### config.mk
export PLATFORM = sky130hd
export DESIGN_NAME = cellbus_rx
export DESIGN_NICKNAME = d
export VERILOG_FILES = /design/src/rtl/cellbus_rx_pkg.sv /design/src/rtl/cellbus_rx_frame.sv /design/src/rtl/cellbus_rx_grant.sv /design/src/rtl/cellbus_rx_cell.sv /design/src/rtl/cellbus_rx.sv
export SDC_FILE = /design/constraint.sdc
export NUM_CORES = 1
export LEC_CHECK = 0
export ABC_AREA = 1
export BUFFER_PORTS_ARGS = -buffer_cell sky130_fd_sc_hd__buf_2
export CORE_UTILIZATION = 55
export CTS_CLUSTER_SIZE = 25
export DETAILED_ROUTE_END_ITERATION = 12
export PLACE_DENSITY_LB_ADDON = 0.2
export SYNTH_ARGS = -nofsm -noshare
export SYNTH_HDL_FRONTEND = slang
export SYNTH_SLANG_ARGS = --single-unit
### constraint.sdc
create_clock -name clk -period 2.2 [get_ports clk]
set_clock_uncertainty 0.05 [all_clocks]
set_input_delay 0.66 -clock clk [delete_from_list [all_inputs] [get_ports clk]]
set_output_delay 0.66 -clock clk [all_outputs]
set_load 0.02 [all_outputs]
### src/rtl/cellbus_rx_pkg.sv
package cellbus_rx_pkg;
    localparam int BUS_W      = 32;
    localparam int FRAME_LEN  = 16;
    localparam int CELL_WORDS = 14;
    localparam int REQ_W      = 16;
    localparam int DEV_N      = 16;
    localparam int GNUM_W     = $clog2(DEV_N);
    localparam int PH_W       = $clog2(FRAME_LEN);
    localparam int PAR_W      = BUS_W / 2;
    localparam int HDR_WORDS  = 2;
    localparam int PAY_BYTES  = (CELL_WORDS - HDR_WORDS) * (BUS_W / 8);

    // fold a full-width column parity into the half-width field carried on the bus
    function automatic logic [PAR_W-1:0] fold_par(input logic [BUS_W-1:0] w);
        return w[BUS_W-1:PAR_W] ^ w[PAR_W-1:0];
    endfunction
endpackage

### src/rtl/cellbus_rx_frame.sv
module cellbus_rx_frame #(
    parameter int FRAME_LEN = cellbus_rx_pkg::FRAME_LEN,
    parameter int REQ_W     = cellbus_rx_pkg::REQ_W,
    localparam int PH_W     = $clog2(FRAME_LEN)
) (
    input  logic             clk,
    input  logic             rst_n,
    input  logic             frame_sync,
    input  logic [REQ_W-1:0] req_in,
    output logic [PH_W-1:0]  phase,
    output logic             active,
    output logic             resync,
    output logic [REQ_W-1:0] req_vec,
    output logic             req_stb
);
    localparam logic [PH_W-1:0] LAST = PH_W'(FRAME_LEN - 1);

    typedef struct packed {
        logic             locked;
        logic [PH_W-1:0]  cnt;
        logic [REQ_W-1:0] req;
        logic             req_stb;
    } frame_st_t;

    frame_st_t q, d;
    logic [PH_W-1:0] cur;

    always_comb begin
        cur    = frame_sync ? '0 : q.cnt;
        active = q.locked | frame_sync;
        resync = frame_sync & q.locked & (q.cnt != '0);
        d         = q;
        d.req_stb = 1'b0;
        if (active) begin
            d.locked = 1'b1;
            d.cnt    = (cur == LAST) ? '0 : cur + 1'b1;
            if (cur == '0) begin
                d.req     = req_in;
                d.req_stb = 1'b1;
            end
        end
    end

    always_ff @(posedge clk or negedge rst_n) begin
        if (!rst_n) q <= '0;
        else        q <= d;
    end

    assign phase   = cur;
    assign req_vec = q.req;
    assign req_stb = q.req_stb;

    // nothing counts or strobes before the first sync
    a_r1_idle_before_sync: assert property (@(posedge clk) disable iff (!rst_n)
        !q.locked |-> (q.cnt == '0 && !q.req_stb));
endmodule

### src/rtl/cellbus_rx_grant.sv
module cellbus_rx_grant #(
    parameter int GNUM_W = cellbus_rx_pkg::GNUM_W
) (
    input  logic              clk,
    input  logic              rst_n,
    input  logic              last,
    input  logic              resync,
    input  logic [GNUM_W+1:0] gfield,
    output logic [GNUM_W-1:0] grant_num,
    output logic              grant_valid,
    output logic              grant_stb,
    output logic              arm
);
    typedef struct packed {
        logic              armed;
        logic [GNUM_W-1:0] num;
        logic              valid;
        logic              stb;
    } grant_st_t;

    grant_st_t q, d;
    logic      en_bit;
    logic      ok;

    always_comb begin
        en_bit = gfield[GNUM_W];
        ok     = en_bit & (^gfield);
        d      = q;
        d.stb  = 1'b0;
        if (resync) d.armed = 1'b0;
        if (last) begin
            d.num   = gfield[GNUM_W-1:0];
            d.valid = ok;
            d.armed = ok;
            d.stb   = 1'b1;
        end
    end

    always_ff @(posedge clk or negedge rst_n) begin
        if (!rst_n) q <= '0;
        else        q <= d;
    end

    assign grant_num   = q.num;
    assign grant_valid = q.valid;
    assign grant_stb   = q.stb;
    assign arm         = q.armed & ~resync;

    // the valid flag only moves with its strobe
    a_r3_valid_with_stb: assert property (@(posedge clk) disable iff (!rst_n)
        !q.stb |-> $stable(q.valid));
    // a pending grant always comes from a valid decode
    a_r9_arm_needs_valid: assert property (@(posedge clk) disable iff (!rst_n)
        q.armed |-> q.valid);
    // a realign drops the pending grant
    a_r7_resync_disarms: assert property (@(posedge clk) disable iff (!rst_n)
        resync |=> !q.armed);
endmodule

### src/rtl/cellbus_rx_cell.sv
module cellbus_rx_cell #(
    parameter int BUS_W      = cellbus_rx_pkg::BUS_W,
    parameter int CELL_WORDS = cellbus_rx_pkg::CELL_WORDS,
    parameter int FRAME_LEN  = cellbus_rx_pkg::FRAME_LEN,
    localparam int PH_W      = $clog2(FRAME_LEN),
    localparam int PAR_W     = BUS_W / 2
) (
    input  logic                                 clk,
    input  logic                                 rst_n,
    input  logic [PH_W-1:0]                      phase,
    input  logic                                 active,
    input  logic                                 arm,
    input  logic [BUS_W-1:0]                     bus_data,
    output logic [CELL_WORDS-1:0][BUS_W-1:0]     cell_words,
    output logic                                 cell_valid,
    output logic                                 par_err
);
    localparam logic [PH_W-1:0] LAST = PH_W'(FRAME_LEN - 1);

    typedef struct packed {
        logic                             collect;
        logic [CELL_WORDS-1:0][BUS_W-1:0] words;
        logic [BUS_W-1:0]                 acc;
        logic                             valid;
        logic                             err;
    } cell_st_t;

    cell_st_t q, d;
    int       idx;

    always_comb begin
        d       = q;
        d.valid = 1'b0;
        d.err   = 1'b0;
        idx     = int'(phase) - 1;
        if (active) begin
            if (phase == '0) begin
                d.collect = arm;
                d.acc     = '0;
            end else if (phase <= PH_W'(CELL_WORDS)) begin
                if (q.collect) begin
                    d.words[idx] = bus_data;
                    d.acc        = q.acc ^ bus_data;
                end
            end else if (phase == LAST) begin
                if (q.collect) begin
                    d.valid = 1'b1;
                    d.err   = cellbus_rx_pkg::fold_par(q.acc) != bus_data[BUS_W-1:PAR_W];
                end
                d.collect = 1'b0;
            end
        end
    end

    always_ff @(posedge clk or negedge rst_n) begin
        if (!rst_n) q <= '0;
        else        q <= d;
    end

    assign cell_words = q.words;
    assign cell_valid = q.valid;
    assign par_err    = q.err;

    // delivery strobe lasts a single cycle
    a_r5_one_cycle: assert property (@(posedge clk) disable iff (!rst_n)
        q.valid |=> !q.valid);
    // the error flag never stands without a cell
    a_r6_err_with_valid: assert property (@(posedge clk) disable iff (!rst_n)
        q.err |-> q.valid);
    // a cell only follows a frame that was being collected
    a_r4_valid_from_collect: assert property (@(posedge clk) disable iff (!rst_n)
        q.valid |-> $past(q.collect));
endmodule

### src/rtl/cellbus_rx.sv
module cellbus_rx #(
    parameter int BUS_W      = cellbus_rx_pkg::BUS_W,
    parameter int FRAME_LEN  = cellbus_rx_pkg::FRAME_LEN,
    parameter int CELL_WORDS = cellbus_rx_pkg::CELL_WORDS,
    parameter int REQ_W      = cellbus_rx_pkg::REQ_W,
    parameter int GNUM_W     = cellbus_rx_pkg::GNUM_W,
    localparam int PAY_BYTES = (CELL_WORDS - 2) * (BUS_W / 8),
    localparam int LANES     = BUS_W / 8
) (
    input  logic                   clk,
    input  logic                   rst_n,
    input  logic                   frame_sync,
    input  logic [BUS_W-1:0]       bus_data,
    output logic [REQ_W-1:0]       req_vec,
    output logic                   req_stb,
    output logic [GNUM_W-1:0]      grant_num,
    output logic                   grant_valid,
    output logic                   grant_stb,
    output logic                   cell_valid,
    output logic                   cell_par_err,
    output logic [15:0]            cell_route,
    output logic [15:0]            cell_tandem,
    output logic [11:0]            cell_vpi,
    output logic [15:0]            cell_vci,
    output logic [2:0]             cell_pti,
    output logic                   cell_clp,
    output logic [8*PAY_BYTES-1:0] cell_payload
);
    localparam int PH_W = $clog2(FRAME_LEN);
    localparam logic [PH_W-1:0] LAST = PH_W'(FRAME_LEN - 1);

    logic [PH_W-1:0]                  phase;
    logic                             active;
    logic                             resync;
    logic                             arm;
    logic [CELL_WORDS-1:0][BUS_W-1:0] words;

    cellbus_rx_frame #(.FRAME_LEN(FRAME_LEN), .REQ_W(REQ_W)) u_frame (
        .clk        (clk),
        .rst_n      (rst_n),
        .frame_sync (frame_sync),
        .req_in     (bus_data[REQ_W-1:0]),
        .phase      (phase),
        .active     (active),
        .resync     (resync),
        .req_vec    (req_vec),
        .req_stb    (req_stb)
    );

    cellbus_rx_grant #(.GNUM_W(GNUM_W)) u_grant (
        .clk         (clk),
        .rst_n       (rst_n),
        .last        (active && phase == LAST),
        .resync      (resync),
        .gfield      (bus_data[GNUM_W+1:0]),
        .grant_num   (grant_num),
        .grant_valid (grant_valid),
        .grant_stb   (grant_stb),
        .arm         (arm)
    );

    cellbus_rx_cell #(.BUS_W(BUS_W), .CELL_WORDS(CELL_WORDS), .FRAME_LEN(FRAME_LEN)) u_cell (
        .clk        (clk),
        .rst_n      (rst_n),
        .phase      (phase),
        .active     (active),
        .arm        (arm),
        .bus_data   (bus_data),
        .cell_words (words),
        .cell_valid (cell_valid),
        .par_err    (cell_par_err)
    );

    // header words: word 0 = routing/tandem, word 1 = ATM header
    assign cell_route  = words[0][31:16];
    assign cell_tandem = words[0][15:0];
    assign cell_vpi    = words[1][31:20];
    assign cell_vci    = words[1][19:4];
    assign cell_pti    = words[1][3:1];
    assign cell_clp    = words[1][0];

    for (genvar i = 0; i < PAY_BYTES; i++) begin : g_pay
        assign cell_payload[8*i +: 8] = words[2 + i / LANES][BUS_W-1-8*(i % LANES) -: 8];
    end
endmodule

After elaboration in Yosys (flattened, before gate mapping):

Cells that the tools add are included.

* register bits after elaboration: 512
* latch bits: 0
* RAM bits: 0
* memory bits (read-only): 0
* input port bits: 35
* output and inout bits: 473
* memories: 0

* add/sub/neg operators: 2
* $mul: 0
* divide/modulo/power cells: 0
* order comparisons: 3
* equality and inequality tests: 3
* shifts and indexed selects: 0
* mux-type cells: 20
* bitwise gates (word level): 9
* reduce and logical (&&, ||, !) cells: 13

Operators with widths (number)
* bitwise mux 448 bit: 1
* demux 32 bit (select 4 bit): 1
* 2-to-1 mux 32 bit: 4
* >= comparator 32 x 1 -> 1 bit, second input constant: 1
* < comparator 32 x 6 -> 1 bit, second input constant: 1
* bitwise XOR 32 bit: 1
* != test 16 bit: 1
* bitwise XOR 16 bit: 1
* 2-to-1 mux 2 bit: 5
* 2-to-1 mux 4 bit: 2
* nonzero test 2 bit: 4
* 2-to-1 mux 7 bit: 1
* 2-to-1 mux 1 bit: 6
* AND reduction 3 bit: 2
* XOR reduction 6 bit: 1
* subtractor 4 x 1 -> 5 bit, second input constant: 1
* adder 4 x 1 -> 4 bit, second input constant: 1
* AND 1 bit: 4
* == test 4 bit, second input constant: 1
* less-or-equal comparator 4 bit, second input constant: 1
* logical NOT 4 bit: 1
* AND reduction 4 bit: 1
* nonzero test 4 bit: 1
* logical AND 1 bit: 2
* 4 further kinds: 5

Depth between registers and ports, before layout:

* depth after elaboration: 7
* depth in mapped cells: 13
* mapped depth without buffers: 11

Cells and area by module:

A second synthesis with hierarchy kept.

* cells, all modules: 2432
* area, all modules: 22834.4 sq um

Modules (own cells, without submodules)
* cellbus_rx_cell: instances 1, cells each 2250, area each 21341.7 sq um, seq. area each 12086.6 sq um
* cellbus_rx_frame: instances 1, cells each 128, area each 1099.8 sq um, seq. area each 550.5 sq um
* cellbus_rx_grant: instances 1, cells each 51, area each 380.4 sq um, seq. area each 175.2 sq um
* cellbus_rx: instances 1, cells each 3, area each 12.5 sq um, seq. area each 0.0 sq um

Least setup slack after synthesis:

No wires, ideal clock.

* path type: input port to flip-flop
* from: input port frame_sync
* to: register u_cell.q (netlist bit u_cell.cell_words[353])
* setup time: 0.117 ns
* data arrival time: 2.111 ns
* required time: 2.033 ns
* setup slack: -0.078 ns
* cell stages on the path: 13
* path through: inv_2 > nand2_2 > inv_1 > ha_1 > nor2_2 > nand2_1 > nand3_2 > buf_8 > nor2_8 > nand2_4 > buf_6 > nand2_1 > nand2_1

* longest elaborated chain between the ends: 7
* elaborated cells on any way between the ends: 13
* classes of those cells: 1 x add/sub; 3 x order compare; 4 x mux; 2 x bitwise; 3 x reduce/logical

Ends and longest elaborated chain
* from (decl): RTL line cellbus_rx.sv:12 `input logic frame_sync,`
* 2-to-1 mux 4 bit: RTL line cellbus_rx_frame.sv:29 `cur = frame_sync ? '0 : q.cnt;`
* subtractor 4 x 1 -> 5 bit: RTL line cellbus_rx_cell.sv:35 `idx = int'(phase) - 1;`
* >= comparator 32 x 1 -> 1 bit (implied by the code) or < comparator 32 x 6 -> 1 bit (tied branches): RTL line cellbus_rx_cell.sv:42 `d.words[idx] = bus_data;`
* logical AND 1 bit (implied by the code): RTL line cellbus_rx_cell.sv:42
* 2-to-1 mux 32 bit (implied by the code): RTL line cellbus_rx_cell.sv:42
* demux 32 bit (select 4 bit)
* bitwise mux 448 bit: RTL line cellbus_rx_cell.sv:42
* to (signal assigned): RTL line cellbus_rx_cell.sv:56 `if (!rst_n) q <= '0;`
* to (signal assigned): RTL line cellbus_rx_cell.sv:57 `else q <= d;`
* to (decl): RTL line cellbus_rx_cell.sv:28 `cell_st_t q, d;`

Several ways; a longest one is shown, not always the timed one.
A chain may end at the register's enable or synchronous reset.

Worst setup path after layout:

* from: register u_frame.q[18] in the netlist's numbering
* to: register u_cell.q (netlist bit u_cell.cell_words[437])

* longest elaborated chain between the ends: 7
* elaborated cells on any way between the ends: 12
* classes of those cells: 1 x add/sub; 3 x order compare; 4 x mux; 1 x bitwise; 3 x reduce/logical

Ends and longest elaborated chain
* from (decl): RTL line cellbus_rx_frame.sv:25 `frame_st_t q, d;`
* from (signal assigned): RTL line cellbus_rx_frame.sv:45 `if (!rst_n) q <= '0;`
* from (signal assigned): RTL line cellbus_rx_frame.sv:46 `else q <= d;`
* 2-to-1 mux 4 bit (*): RTL line cellbus_rx_frame.sv:29
* subtractor 4 x 1 -> 5 bit: RTL line cellbus_rx_cell.sv:35
* >= comparator 32 x 1 -> 1 bit (implied by the code) or < comparator 32 x 6 -> 1 bit (tied branches): RTL line cellbus_rx_cell.sv:42
* logical AND 1 bit (implied by the code): RTL line cellbus_rx_cell.sv:42
* 2-to-1 mux 32 bit (implied by the code): RTL line cellbus_rx_cell.sv:42
* demux 32 bit (select 4 bit)
* bitwise mux 448 bit: RTL line cellbus_rx_cell.sv:42

Mark *: on every way between the ends. The rest lies on a longest branch, timed or not.

==> results.yml <==
worst_setup_path:
  path_buf_inv: 2
  criticalPathCategory: "flop to flop"
  crit_slowest_cell: "nor2_8"
  cp-end-kind: "flop"
  cp_max_fo: 64
  critPathMaxStageDelay_ns: 0.69
  path_delay_family: "simple AND/OR/NAND/NOR gates"
  r2r-start: "u_frame.q[18]$_DFFE_PN0N_"
  cp.arrival_ns: 2.63
  r2r_end: "u_cell.cell_words[437]$_DFFE_PN0P_"
  start_kind: "flop"
  ff2ff_path_depth: 8
  rrSetupSlack_ns: -0.05
  cp_cell_sequence: "nand2_4 -> buf_4 -> nor2_2 -> nand2_1 -> nand3_2 -> buf_12 -> nor2_8 -> a21oi_1"
  required_ns: 2.58
hold_path:
  hold_depth: 3
  worstHoldEndpoint: "u_cell.cell_words[331]$_DFFE_PN0P_"
  hp-class: "input pin to flop"
  hp-start: "bus_data[11]"
outcome:
  status: "complete, but fails checks"
  violations: "setup timing"
synthesis:
  synth_cells: 2604
  avgSynthCellArea_um2: 9.056
  synth_top_area_cell: "dfrtp_1"
  synth_area_leaders: "dfrtp_1, buf_4, nand2_1"
  synth.net_count: 2642
  yosysWarnings: 0
  yosysUniqueCellTypes: 30
  ys_seq_area_frac: 0.5433
  ys_ff_latch: 512
  synth_top_area_frac: 0.5433
  synth_area_mm2: 0.02358
finish:
  final_nets: 2722
  layout_commonest_cell: "nand2_1"
  layout_common_cells: "nand2_1, dfrtp_1, buf_2, nor2_1, a21oi_1"
  final_layout_size_suffix_gt1_frac: 0.2718
  stdcell_count: 3259
  nFillCells: 3596
  syn_to_final_growth_pct: 8.457
sta:
  hold_viol_final: 0
  rsz0062_at_grt: "yes"
  timing_worst_slew_pin_value_ns: 0.9020
  setup_viol: 45
  tns_ns: -0.6606
  min_period_over_period: 1.023
  min_period_ns: 2.251
  fmaxAchievable_mhz: 444.3
  max_slew_margin: 0.3986
  final_max_slew_viol_count: 0
  setup_ws_ns: -0.05063
global_route:
  grt_pass1_vias: 16422
  antenna_found_initial: 1
  grt_max_degree: 77
  grt_util_all_layers: 0.2932
  grt_pass1_wl_um: 97600
  grt_overflow: 0
route:
  route.detailed.drc: 0
  vias_per_cell: 5.207
  drt_first_iter_violations: 1461
  vias: 16969
  drt_wl_total_um: 64130
  post_drt_wl_per_cell_um: 19.68
  ant_nets: 0
  first_pass_iters: 7
floorplanning:
  ios: 508
  core_mm2: 0.04213
  dieWidth_um: 209.1
  start_util: 0.5597
  rows: 75
  dieArea_mm2: 0.04371
  fp.dieH_um: 209.1
placed_design:
  numPortBuffers: 507
  gp_congestion: 0.8765
  dp_slack_ns: -0.5024
  dp_cells: 3167
  dp_hpwl_um: 44980
pwr:
  ir_drop_v: 0.0006627
  finalPower_mw: 19.34
  p_per_area_mw_per_mm2: 756.0
  p_leak_nw: 15.09
clock_tree:
  cts_buffers: 53
  cts_tree: "yes"
  insertion_delay_ns: 0.59
  path_clk_slew_ns: 0.06
  cts-htree-levels: 2
  root_buffer: "clkbuf_16"
  post-cts-setup-buffer-count: 0
  clock-sinks: 512
  cts_buffer_depth: 3
run:
  max_cap_violations: 0
[sequential cells by signal (all words and copies together), names as in the netlist]
register             flops
u_grant.grant_num        4
u_cell.cell_words      448
u_cell.q                33
u_grant.grant_valid      1
u_cell.cell_valid        1
u_cell.par_err           1
u_frame.req_stb          1
u_frame.req_vec         16
u_grant.grant_stb        1
u_grant.q                1
u_frame.q                5
[worst min-delay path: stages]
cell and delay [ns]:
buf_2 0.15, nand2_1 0.08, nand2_1 0.04
[what timing repair did]
action,CTS,global route
pin swaps,0,2
hold endpoints to repair,21,0
resized for setup,4,1
hold buffers,1,0
endpoints found under the setup margin,95,241
[kinds of logic (layout without fill, tap and decap cells)]
family	after synthesis	in the layout	share of synthesized area
compound gates	316	316	0.06839
xor+xnor	4	4	0.001486
fa+ha+maj	3	3	0.001592
buf+inv	696	811	0.1958
flops	512	512	0.5433
other cells	0	1	0
simple gates	1073	1073	0.1894
[Yosys cell counts]
master,instances
o22ai_1,17
nor2_8,9
nand3_2,1
buf_1,2
buf_6,9
a21oi_1,260
o31ai_1,4
nand3_1,93
dfrtp_1,512
buf_2,55
ha_1,3
clkbuf_1,47
clkinv_1,20
inv_2,1
nor3_1,12
buf_8,1
inv_1,66
nor2_2,2
nand2_2,3
nand2_4,3
xor2_1,2
buf_4,495
nand4_1,9
nor3b_1,12
xnor2_1,2
nor2_1,273
o21ai_0,35
nand2_1,651
and3_1,1
nor3_4,4
[stage by stage]
stage / hold slack (ns) / cell area [um2] / util
2_1_floorplan: 0.3144 / 23590 / -
3_3_place_gp: 0.3985 / 23890 / 0.5670
3_5_place_dp: 0.4033 / 23890 / 0.5670
4_1_cts: 0.3049 / 25570 / 0.6069
5_1_grt: 0.3373 / 25580 / 0.6070
6_report: 0.3338 / 25580 / 0.6070
[final cells by class]
cell class / instances / area, um2 / share of cell area
tap: 539 / 674.4 / 0.02637
inverter: 87 / 326.6 / 0.01277
clock inverter: 10 / 105.1 / 0.004109
clock buffer: 80 / 1558 / 0.06090
multi-input combinational: 1396 / 6168 / 0.2412
sequential: 512 / 12810 / 0.5010
antenna: 1 / 2.502 / 0.00009784
timing repair buffer: 634 / 3929 / 0.1536
[worst max-delay path by stage]
stage,start,end,slack [ns],depth (start not counted)
3_5_place_dp,frame_sync,u_cell.cell_words[16]$_DFFE_PN0P_,-0.50,12
6_report,u_frame.q[18]$_DFFE_PN0N_,u_cell.cell_words[437]$_DFFE_PN0P_,-0.05,8
4_1_cts,u_frame.q[18]$_DFFE_PN0N_,u_cell.cell_words[16]$_DFFE_PN0P_,-0.03,8
5_1_grt,u_frame.q[18]$_DFFE_PN0N_,u_cell.cell_words[188]$_DFFE_PN0P_,-0.18,10
2_1_floorplan,frame_sync,u_cell.cell_words[353]$_DFFE_PN0P_,0.0003,13
3_3_place_gp,frame_sync,u_cell.cell_words[142]$_DFFE_PN0P_,-0.40,11
[where the power goes]
part | switching [mW] | internal (mW) | total [mW]
registers | 0.0428 | 9.48 | 9.52
logic | 0.809 | 0.305 | 1.11
clock network | 3.63 | 5.07 | 8.70
total | 4.48 | 14.9 | 19.3
[metal layers]
metal,global-route usage,vias up,wire [um]
li1,-,7885,-
met1,0.3892,8211,26030
met2,0.4603,721,30240
met3,0.06537,152,5114
met4,0.1369,0,2740
met5,0,-,0
(Power assumes the default switching activity.)
